<file path="src/rtl/byte_port_pkg.sv">
package byte_port_pkg;
  localparam int CTRL_PEND = 0;
  localparam int CTRL_IEN  = 1;
  localparam int CTRL_OVR  = 2;
  localparam int CTRL_BITS = 3;

  typedef enum logic [1:0] {
    RSEL_DATA = 2'd0,
    RSEL_CTRL = 2'd1,
    RSEL_NONE = 2'd2
  } rsel_e;
endpackage

</file>
<file path="src/rtl/byte_port_decode.sv">
module byte_port_decode #(
  parameter int ADDR_W    = 2,
  parameter int DATA_ADDR = 0,
  parameter int CTRL_ADDR = 1
) (
  input  logic                      bus_sel,
  input  logic                      bus_we,
  input  logic [ADDR_W-1:0]         bus_addr,
  output logic                      wr_data,
  output logic                      wr_ctrl,
  output byte_port_pkg::rsel_e      rsel
);
  localparam logic [ADDR_W-1:0] A_DATA = ADDR_W'(DATA_ADDR);
  localparam logic [ADDR_W-1:0] A_CTRL = ADDR_W'(CTRL_ADDR);

  always_comb begin
    wr_data = bus_sel && bus_we && (bus_addr == A_DATA);
    wr_ctrl = bus_sel && bus_we && (bus_addr == A_CTRL);
    if (bus_addr == A_DATA)      rsel = byte_port_pkg::RSEL_DATA;
    else if (bus_addr == A_CTRL) rsel = byte_port_pkg::RSEL_CTRL;
    else                         rsel = byte_port_pkg::RSEL_NONE;
  end
endmodule

</file>
<file path="src/rtl/byte_port_hold.sv">
module byte_port_hold #(
  parameter int DATA_W = 8
) (
  input  logic              clk,
  input  logic              rst_n,
  input  logic              wr_data,
  input  logic              set_pend,
  input  logic [DATA_W-1:0] wdata,
  input  logic              dev_ready,
  output logic              pend_q,
  output logic [DATA_W-1:0] data_q,
  output logic              overrun_hit
);
  logic take;
  logic load;

  always_comb begin
    take        = pend_q && dev_ready;
    load        = wr_data && !pend_q;
    overrun_hit = wr_data && pend_q;
  end

  always_ff @(posedge clk or negedge rst_n) begin
    if (!rst_n) begin
      pend_q <= 1'b0;
      data_q <= '0;
    end else begin
      if (load) data_q <= wdata;
      if (take)                    pend_q <= 1'b0;
      else if (set_pend && !pend_q) pend_q <= 1'b1;
    end
  end
endmodule

</file>
<file path="src/rtl/byte_port_ctrl.sv">
module byte_port_ctrl (
  input  logic clk,
  input  logic rst_n,
  input  logic wr_ctrl,
  input  logic wr_ien,
  input  logic wr_ovr_clr,
  input  logic overrun_hit,
  input  logic pend_q,
  output logic ien_q,
  output logic ovr_q,
  output logic irq
);
  always_ff @(posedge clk or negedge rst_n) begin
    if (!rst_n) begin
      ien_q <= 1'b0;
      ovr_q <= 1'b0;
    end else begin
      if (wr_ctrl) ien_q <= wr_ien;
      if (overrun_hit)               ovr_q <= 1'b1;
      else if (wr_ctrl && wr_ovr_clr) ovr_q <= 1'b0;
    end
  end

  always_comb irq = ien_q && !pend_q;
endmodule

</file>
<file path="src/rtl/byte_port_hs.sv">
module byte_port_hs #(
  parameter int DATA_W    = 8,
  parameter int ADDR_W    = 2,
  parameter int DATA_ADDR = 0,
  parameter int CTRL_ADDR = 1
) (
  input  logic              clk,
  input  logic              rst_n,
  input  logic              bus_sel,
  input  logic              bus_we,
  input  logic [ADDR_W-1:0] bus_addr,
  input  logic [DATA_W-1:0] bus_wdata,
  output logic [DATA_W-1:0] bus_rdata,
  output logic              dev_valid,
  output logic [DATA_W-1:0] dev_data,
  input  logic              dev_ready,
  output logic              irq
);
  import byte_port_pkg::*;

  logic              wr_data;
  logic              wr_ctrl;
  rsel_e             rsel;
  logic              pend_q;
  logic              ien_q;
  logic              ovr_q;
  logic              overrun_hit;
  logic [DATA_W-1:0] data_q;
  logic [DATA_W-1:0] ctrl_word;

  byte_port_decode #(
    .ADDR_W(ADDR_W), .DATA_ADDR(DATA_ADDR), .CTRL_ADDR(CTRL_ADDR)
  ) u_dec (
    .bus_sel(bus_sel), .bus_we(bus_we), .bus_addr(bus_addr),
    .wr_data(wr_data), .wr_ctrl(wr_ctrl), .rsel(rsel)
  );

  byte_port_hold #(.DATA_W(DATA_W)) u_hold (
    .clk(clk), .rst_n(rst_n), .wr_data(wr_data),
    .set_pend(wr_ctrl && bus_wdata[CTRL_PEND]),
    .wdata(bus_wdata), .dev_ready(dev_ready),
    .pend_q(pend_q), .data_q(data_q), .overrun_hit(overrun_hit)
  );

  byte_port_ctrl u_ctrl (
    .clk(clk), .rst_n(rst_n), .wr_ctrl(wr_ctrl),
    .wr_ien(bus_wdata[CTRL_IEN]), .wr_ovr_clr(bus_wdata[CTRL_OVR]),
    .overrun_hit(overrun_hit), .pend_q(pend_q),
    .ien_q(ien_q), .ovr_q(ovr_q), .irq(irq)
  );

  always_comb begin
    ctrl_word            = '0;
    ctrl_word[CTRL_PEND] = pend_q;
    ctrl_word[CTRL_IEN]  = ien_q;
    ctrl_word[CTRL_OVR]  = ovr_q;
    case (rsel)
      RSEL_DATA: bus_rdata = data_q;
      RSEL_CTRL: bus_rdata = ctrl_word;
      default:   bus_rdata = '0;
    endcase
    dev_valid = pend_q;
    dev_data  = data_q;
  end
endmodule

</file>
<file path="config.mk">
export PLATFORM = sky130hd
export DESIGN_NAME = byte_port_hs
export DESIGN_NICKNAME = d
export VERILOG_FILES = /design/src/rtl/byte_port_pkg.sv /design/src/rtl/byte_port_decode.sv /design/src/rtl/byte_port_hold.sv /design/src/rtl/byte_port_ctrl.sv /design/src/rtl/byte_port_hs.sv
export SDC_FILE = /design/constraint.sdc
export NUM_CORES = 1
export LEC_CHECK = 0
export CELL_PAD_IN_SITES_DETAIL_PLACEMENT = 1
export CELL_PAD_IN_SITES_GLOBAL_PLACEMENT = 1
export CORE_UTILIZATION = 27
export DETAILED_ROUTE_END_ITERATION = 8
export GPL_TIMING_DRIVEN = 0
export PLACE_DENSITY = 0.78
export SKIP_LAST_GASP = 1
export SLEW_MARGIN = 5
export SYNTH_ARGS = -nofsm -noshare
export SYNTH_HDL_FRONTEND = slang
export SYNTH_SLANG_ARGS = --single-unit
</file>
<file path="constraint.sdc">
create_clock -name clk -period 1.5 [get_ports clk]
set_clock_uncertainty 0.05 [all_clocks]
set_input_delay 0.225 -clock clk [delete_from_list [all_inputs] [get_ports clk]]
set_output_delay 0.225 -clock clk [all_outputs]
set_load 0.02 [all_outputs]
</file>
==> results of run 1 <==
[how the worst min path moves through the flow]
stage                        end         from  cells after the start  slack (ps)
finish              u_ctrl.ovr_q  bus_addr[0]                      2         180
global route        u_ctrl.ovr_q  bus_addr[0]                      2         170
CTS                 u_ctrl.ovr_q  bus_addr[0]                      2         170
detailed placement  u_ctrl.ovr_q  bus_addr[0]                      2         460
global placement    u_ctrl.ovr_q  bus_addr[0]                      2         430
floorplan           u_ctrl.ien_q        rst_n                      0        -120
[per-layer routing]
layer,track usage [%],wire (um)
met3,3.46,91
met5,0,0
met2,24.9,758
met4,7.35,17
met1,19.7,688
[placed cells by master, fill, tap and decap left out]
cell type        instances
buf_4                    1
dfrtp_1                 10
nor2b_1                  2
and4b_1                  1
nand3_1                  1
clkdlybuf4s15_1          3
dlygate4sd2_1           13
clkinv_2                 1
a311oi_1                 1
dfrtp_2                  1
clkbuf_4                 3
mux2_4                   8
buf_6                    2
nor2_4                   1
and2_2                   5
a21oi_1                  1
nand2_1                  1
mux2_2                   1
clkdlybuf4s50_1         12
and3b_2                  1
clkdlybuf4s15_2          1
mux2i_1                  4
clkbuf_2                 2
nor2_1                   3
[sequential cells by signal, summed over array words and instances, names as in the netlist]
| name | flops |
|---|---|
| u_ctrl.ovr_q | 1 |
| u_hold.pend_q | 1 |
| u_hold.data_q | 8 |
| u_ctrl.ien_q | 1 |
[per-stage QoR]
| step | setup WS (ps) | cells |
|---|---|---|
| floorplan | 114 | 43 |
| global placement | -470 | 101 |
| detailed placement | -503 | 101 |
| CTS | 8.64 | 106 |
| global route | 0.710 | 106 |
| finish | 56.3 | 106 |
[worst max-delay path, delay by kind of cell]
| kind | cells | cell delay [ps] |
|---|---|---|
| buffers and inverters | 2 | 630 |
| AND/OR/NAND/NOR | 2 | 310 |
[layout make-up]
class | instances | area, um2 | share of cell area, %
repair buffers | 32 | 293 | 31.2
plain buffers | 2 | 22.5 | 2.40
clock inverters | 1 | 5.00 | 0.533
well taps | 27 | 33.8 | 3.60
clock buffers | 3 | 22.5 | 2.40
flip-flops and latches | 11 | 277 | 29.4
multi-input cells | 30 | 287 | 30.5
[kinds of logic (layout without fill, tap and decap cells)]
group	Yosys count	after routing
AOI/OAI and AO/OA	2	2
buffers and inverters	2	38
DFF	11	11
muxes	13	13
and+or+nand+nor	15	15
[report_power, final]
part / internal (W) / leakage (nW) / switching, W
clock: 0.0000985 / 0.0177 / 0.000105
sequential: 0.000354 / 0.134 / 0.0000402
combinational: 0.000197 / 0.299 / 0.000178
[timing repair]
action	4_1_cts	5_1_grt
resized for setup	23	6
setup buffers	1	0
setup endpoints to repair	26	5
pin swaps	1	0
==> qor.txt, run 1 <==
IO Count: 33
Reg2Reg Capture Point: u_hold.data_q[6]
Simple-Gate Fraction of Synth Area: 17.3%
Post-route DRC: 0
Clk Latency, worst-skew pair: 260 ps
Startpoint Class: primary input
Finished Cell Area: 940 um2
CTS Buffer Depth: 2
Worst EP arrival: 1170 ps
die span in x: 48.5 um
Syn Nets: 58
Worst VDD drop: 0.446 mV
global-route wire length before repair: 2700 um
CTS tree: done
Num CTS Buffers: 3
Unique masters post-synth: 15
Slowest-stage cell, CP: dlygate4sd2_1
Crit Path Max Fanout: 6
total gr overflow: 0
htree depth: 1
largest net degree at the start of global routing: 12
Root Driver: clkbuf_4
Final Power: 0.000973 W
Critical Path Max Stage Delay: 330 ps
DR WL/cell: 14.7 um
top post-synthesis cells by count: 11 x dfrtp_1, 8 x mux2_4, 5 x and2_2
FF+latch count, synth: 11
XOR/XNOR share of the synthesized area: 0%
setup TNS: 0 ps
buffers added on ports: 31
final worst path period need: 1440 ps
R2R depth: 3
Synth Area in Compound Gates: 2.36%
Max Clk Rate: 0.693 GHz
HPWL Detailed: 1200 um
Initial Util: 29.2%
most used cell, CP: dlygate4sd2_1
core footprint: 0.00200 mm2
Post-synth EDFFs: 0
PwrDens: 1040 mW/mm2
critical path class: primary input to output pin
clock sink count: 11
Placement Cell Area: 928 um2
most frequent cell after synthesis: dfrtp_1
Final Wtd Congestion: 0.691
share of post-route cells with drive strength above 1: 34.2%
adder-cell area share of the yosys netlist: 0%
FP Rows: 16
mux contribution to synthesized area: 29.3%
Worst Max-Slew Pin Slew: 490 ps
Leak: 0.451 nW
Mapped Area: 584 um2
vias in the first global route: 507
synth top area cells: dfrtp_1 47%, mux2_4 21%, mux2i_1 6.9%, and2_2 6.4%, buf_6 3.9%
Gate Count Post-Synth: 43
Worst slew margin: 67.2%
area delta synth->final: 60.8%
vias post-DR: 472
Post-CTS Hold Buffers: 0
top cell type's share of synthesized area: 47.1%
Final Hold Fails: 0
YS warnings: 0
Worst-path clk slew: 70 ps
initial antenna violation count: 0
largest family of logic cells by synthesized area: multiplexers
Setup crit end kind: output pin
Initial DRC Count: 1
fin crit share: 96.2%
unrepaired setup endpoints after global routing: false
startpoint of the worst register-to-register path: u_hold.pend_q
worst reg2reg setup slack: 130 ps
most common flop cell mapped by yosys: dfrtp_1
Final setup viols: 0
Min Hold Slack: 178 ps
Critical Path Sink: bus_rdata[4]
Final Util: 46.9%
CP cell instances: dlygate4sd2_1 -> nor2_4 -> and2_2 -> dlygate4sd2_1
crit path launch: bus_addr[1]
All-Layer GR Usage: 15.5%
FFs w/ async S/R, synth: 100%
Req. time, crit path: 1220 ps
drt total wl: 1560 um
share of the yosys chip area belonging to registers: 47.1%
area leader, netlist: dfrtp_1
Synth Area per Inst: 13.6 um2
Final #Nets: 95
Die Y: 48.5 um
status: completed
fillers: 233
Routed Antenna Nets: 0
antenna fix cells: 0
die footprint: 0.00235 mm2
Max Cap Violations: 0
Final Max Slew Viols: 0
Via density: 4.45
worst hold-check path type: primary input to flip-flop
drt pass-1 iters: 2
Note: power is estimated with default switching activity, not from simulation.
==> run 2, diff against run 1 <==
SKIP_CTS_REPAIR_TIMING = 1   (was not set)
==> qor.txt, run 2 (same netlist as run 1, synthesis figures left out) <==
status: completed
vias in the first global route: 506
fin crit share: 92.6%
Root Driver: clkbuf_4
worst path bufs/invs: 1
Clk Latency, worst-skew pair: 270 ps
Top reg by flops: u_hold.data_q
drt total wl: 1590 um
hold_sp: bus_addr[0]
Die Y: 48.5 um
Logic pwr share: 40.7%
gr busiest metal: met2
Slowest-stage cell, CP: dfrtp_2
Worst EP arrival: 1110 ps
register share of total power: 39.0%
Reg2Reg Capture Point: u_hold.data_q[6]
Critical Path Sink: bus_rdata[0]
initial antenna violation count: 0
fillers: 216
CTS tree: done
HPWL Detailed: 1200 um
largest delay contributor family on the critical path: flip-flops
grt met2 use: 24.4%
FP Rows: 16
P_sw: 0.000326 W
die footprint: 0.00235 mm2
CP cell instances: mux2i_1 -> nor2_1 -> dlymetal6s2s_1
Final Max Slew Viols: 0
All-Layer GR Usage: 14.8%
htree depth: 1
Via density: 4.39
most frequent cells in the layout: 18 x dlymetal6s2s_1, 12 x clkdlybuf4s50_1, 10 x dfrtp_1
Final setup viols: 0
core footprint: 0.00200 mm2
Final Power: 0.00101 W
Startpoint Class: flip-flop
Critical Path Max Stage Delay: 450 ps
IO Count: 33
startpoint of the worst register-to-register path: u_hold.pend_q
CTS Buffer Depth: 2
Routed Antenna Nets: 0
vias post-DR: 461
Sw Ratio: 32.2%
Post-route DRC: 0
share of post-route cells with drive strength above 1: 30.8%
Initial DRC Count: 2
GRT met1 Usage: 18.1%
drt pass-1 iters: 4
commonest non-fill, non-tap cell in the layout: dlymetal6s2s_1
clock network fraction of total power: 20.2%
total gr overflow: 0
R2R depth: 3
unrepaired setup endpoints after global routing: false
Leak: 0.645 nW
dpl cells: 101
worst hold-check path type: primary input to flip-flop
Final #Nets: 94
clock sink count: 11
largest net degree at the start of global routing: 12
Crit Path Max Fanout: 6
Final Hold Fails: 0
Worst slew margin: 67.2%
Initial Util: 29.2%
Setup crit end kind: output pin
area delta synth->final: 70.7%
Max Cap Violations: 0
CP Depth: 3
number of flip-flops in the largest register: 8
critical path class: flip-flop to output pin
total internal power: 0.000686 W
PwrDens: 1010 mW/mm2
crit path launch: u_hold.pend_q
antenna fix cells: 0
grt met3 use: 3.14%
worst reg2reg setup slack: 130 ps
die span in x: 48.5 um
final worst path period need: 1390 ps
Req. time, crit path: 1220 ps
Final Wtd Congestion: 0.691
global-route wire length before repair: 2570 um
Max Clk Rate: 0.720 GHz
Post-Layout Cell Count: 105
Worst VDD drop: 0.457 mV
Worst Max-Slew Pin Slew: 490 ps
buffers added on ports: 31
Num CTS Buffers: 3
DR WL/cell: 15.1 um
Worst-path clk slew: 80 ps
-- run 2: changes by cell type in the layout (fill, tap and decap cells not counted), sizes merged --
cell | before | now
buf | 3 | 2
clkbuf | 5 | 4
clkdlybuf4s15 | 4 | 0
dlygate4sd2 | 13 | 0
dlymetal6s2s | 0 | 18
-- run 2: stage by stage --
step | utilization [%] | cell area (um2) | hold WS (ps) | worst slack (ps) | TNS [ps]
after floorplan | - | 584 | -121 | 114 | 0
after global placement | 46.4 | 928 | 431 | -470 | -5820
after detailed placement | 46.4 | 928 | 463 | -503 | -6310
after CTS | 47.8 | 956 | 176 | -509 | -4610
after global routing | 49.8 | 997 | 169 | 51.4 | 0
final | 49.8 | 997 | 178 | 111 | 0
-- run 2: cell type report --
| type | instances | area (um2) | share of cell area, % |
|---|---|---|---|
| clock buffer | 3 | 22.5 | 2.26 |
| tap | 27 | 33.8 | 3.39 |
| timing repair buffer | 31 | 350 | 35.1 |
| multi-input combinational | 30 | 287 | 28.7 |
| sequential | 11 | 277 | 27.7 |
| buffer | 2 | 22.5 | 2.26 |
| clock inverter | 1 | 5.00 | 0.502 |
-- run 2: layer usage --
| metal | share of wire (%) | wire (um) | vias to the layer above |
|---|---|---|---|
| met2 | 47 | 752 | 20 |
| met3 | 5.6 | 88 | 2 |
| li1 | - | - | 221 |
| met5 | 0 | 0 | - |
| met1 | 46 | 722 | 218 |
| met4 | 1.4 | 22 | 0 |
-- run 2: worst min path at each step --
stage | to | slack [ps] | cells past startpoint
6_report | u_ctrl.ovr_q | 180 | 2
5_1_grt | u_ctrl.ovr_q | 170 | 2
4_1_cts | u_ctrl.ovr_q | 180 | 2
3_5_place_dp | u_ctrl.ovr_q | 460 | 2
3_3_place_gp | u_ctrl.ovr_q | 430 | 2
2_1_floorplan | u_ctrl.ien_q | -120 | 0
-- run 2: worst reg2reg max path, delay by kind of cell, from the launching register on --
family                 cells  cell delay (ps)
buffers and inverters      1              170
flip-flops                 1              450
AND/OR/NAND/NOR            1              280
multiplexers               1              310
-- run 2: power by group through the flow --
stage          Sequential [W]  Clock, W  Combinational, W
2_1_floorplan        0.000459         0          0.000157
3_3_place_gp         0.000400         0          0.000425
3_5_place_dp         0.000403         0          0.000432
4_1_cts              0.000398  0.000211          0.000434
5_1_grt              0.000406  0.000226          0.000434
6_report             0.000395  0.000205          0.000412
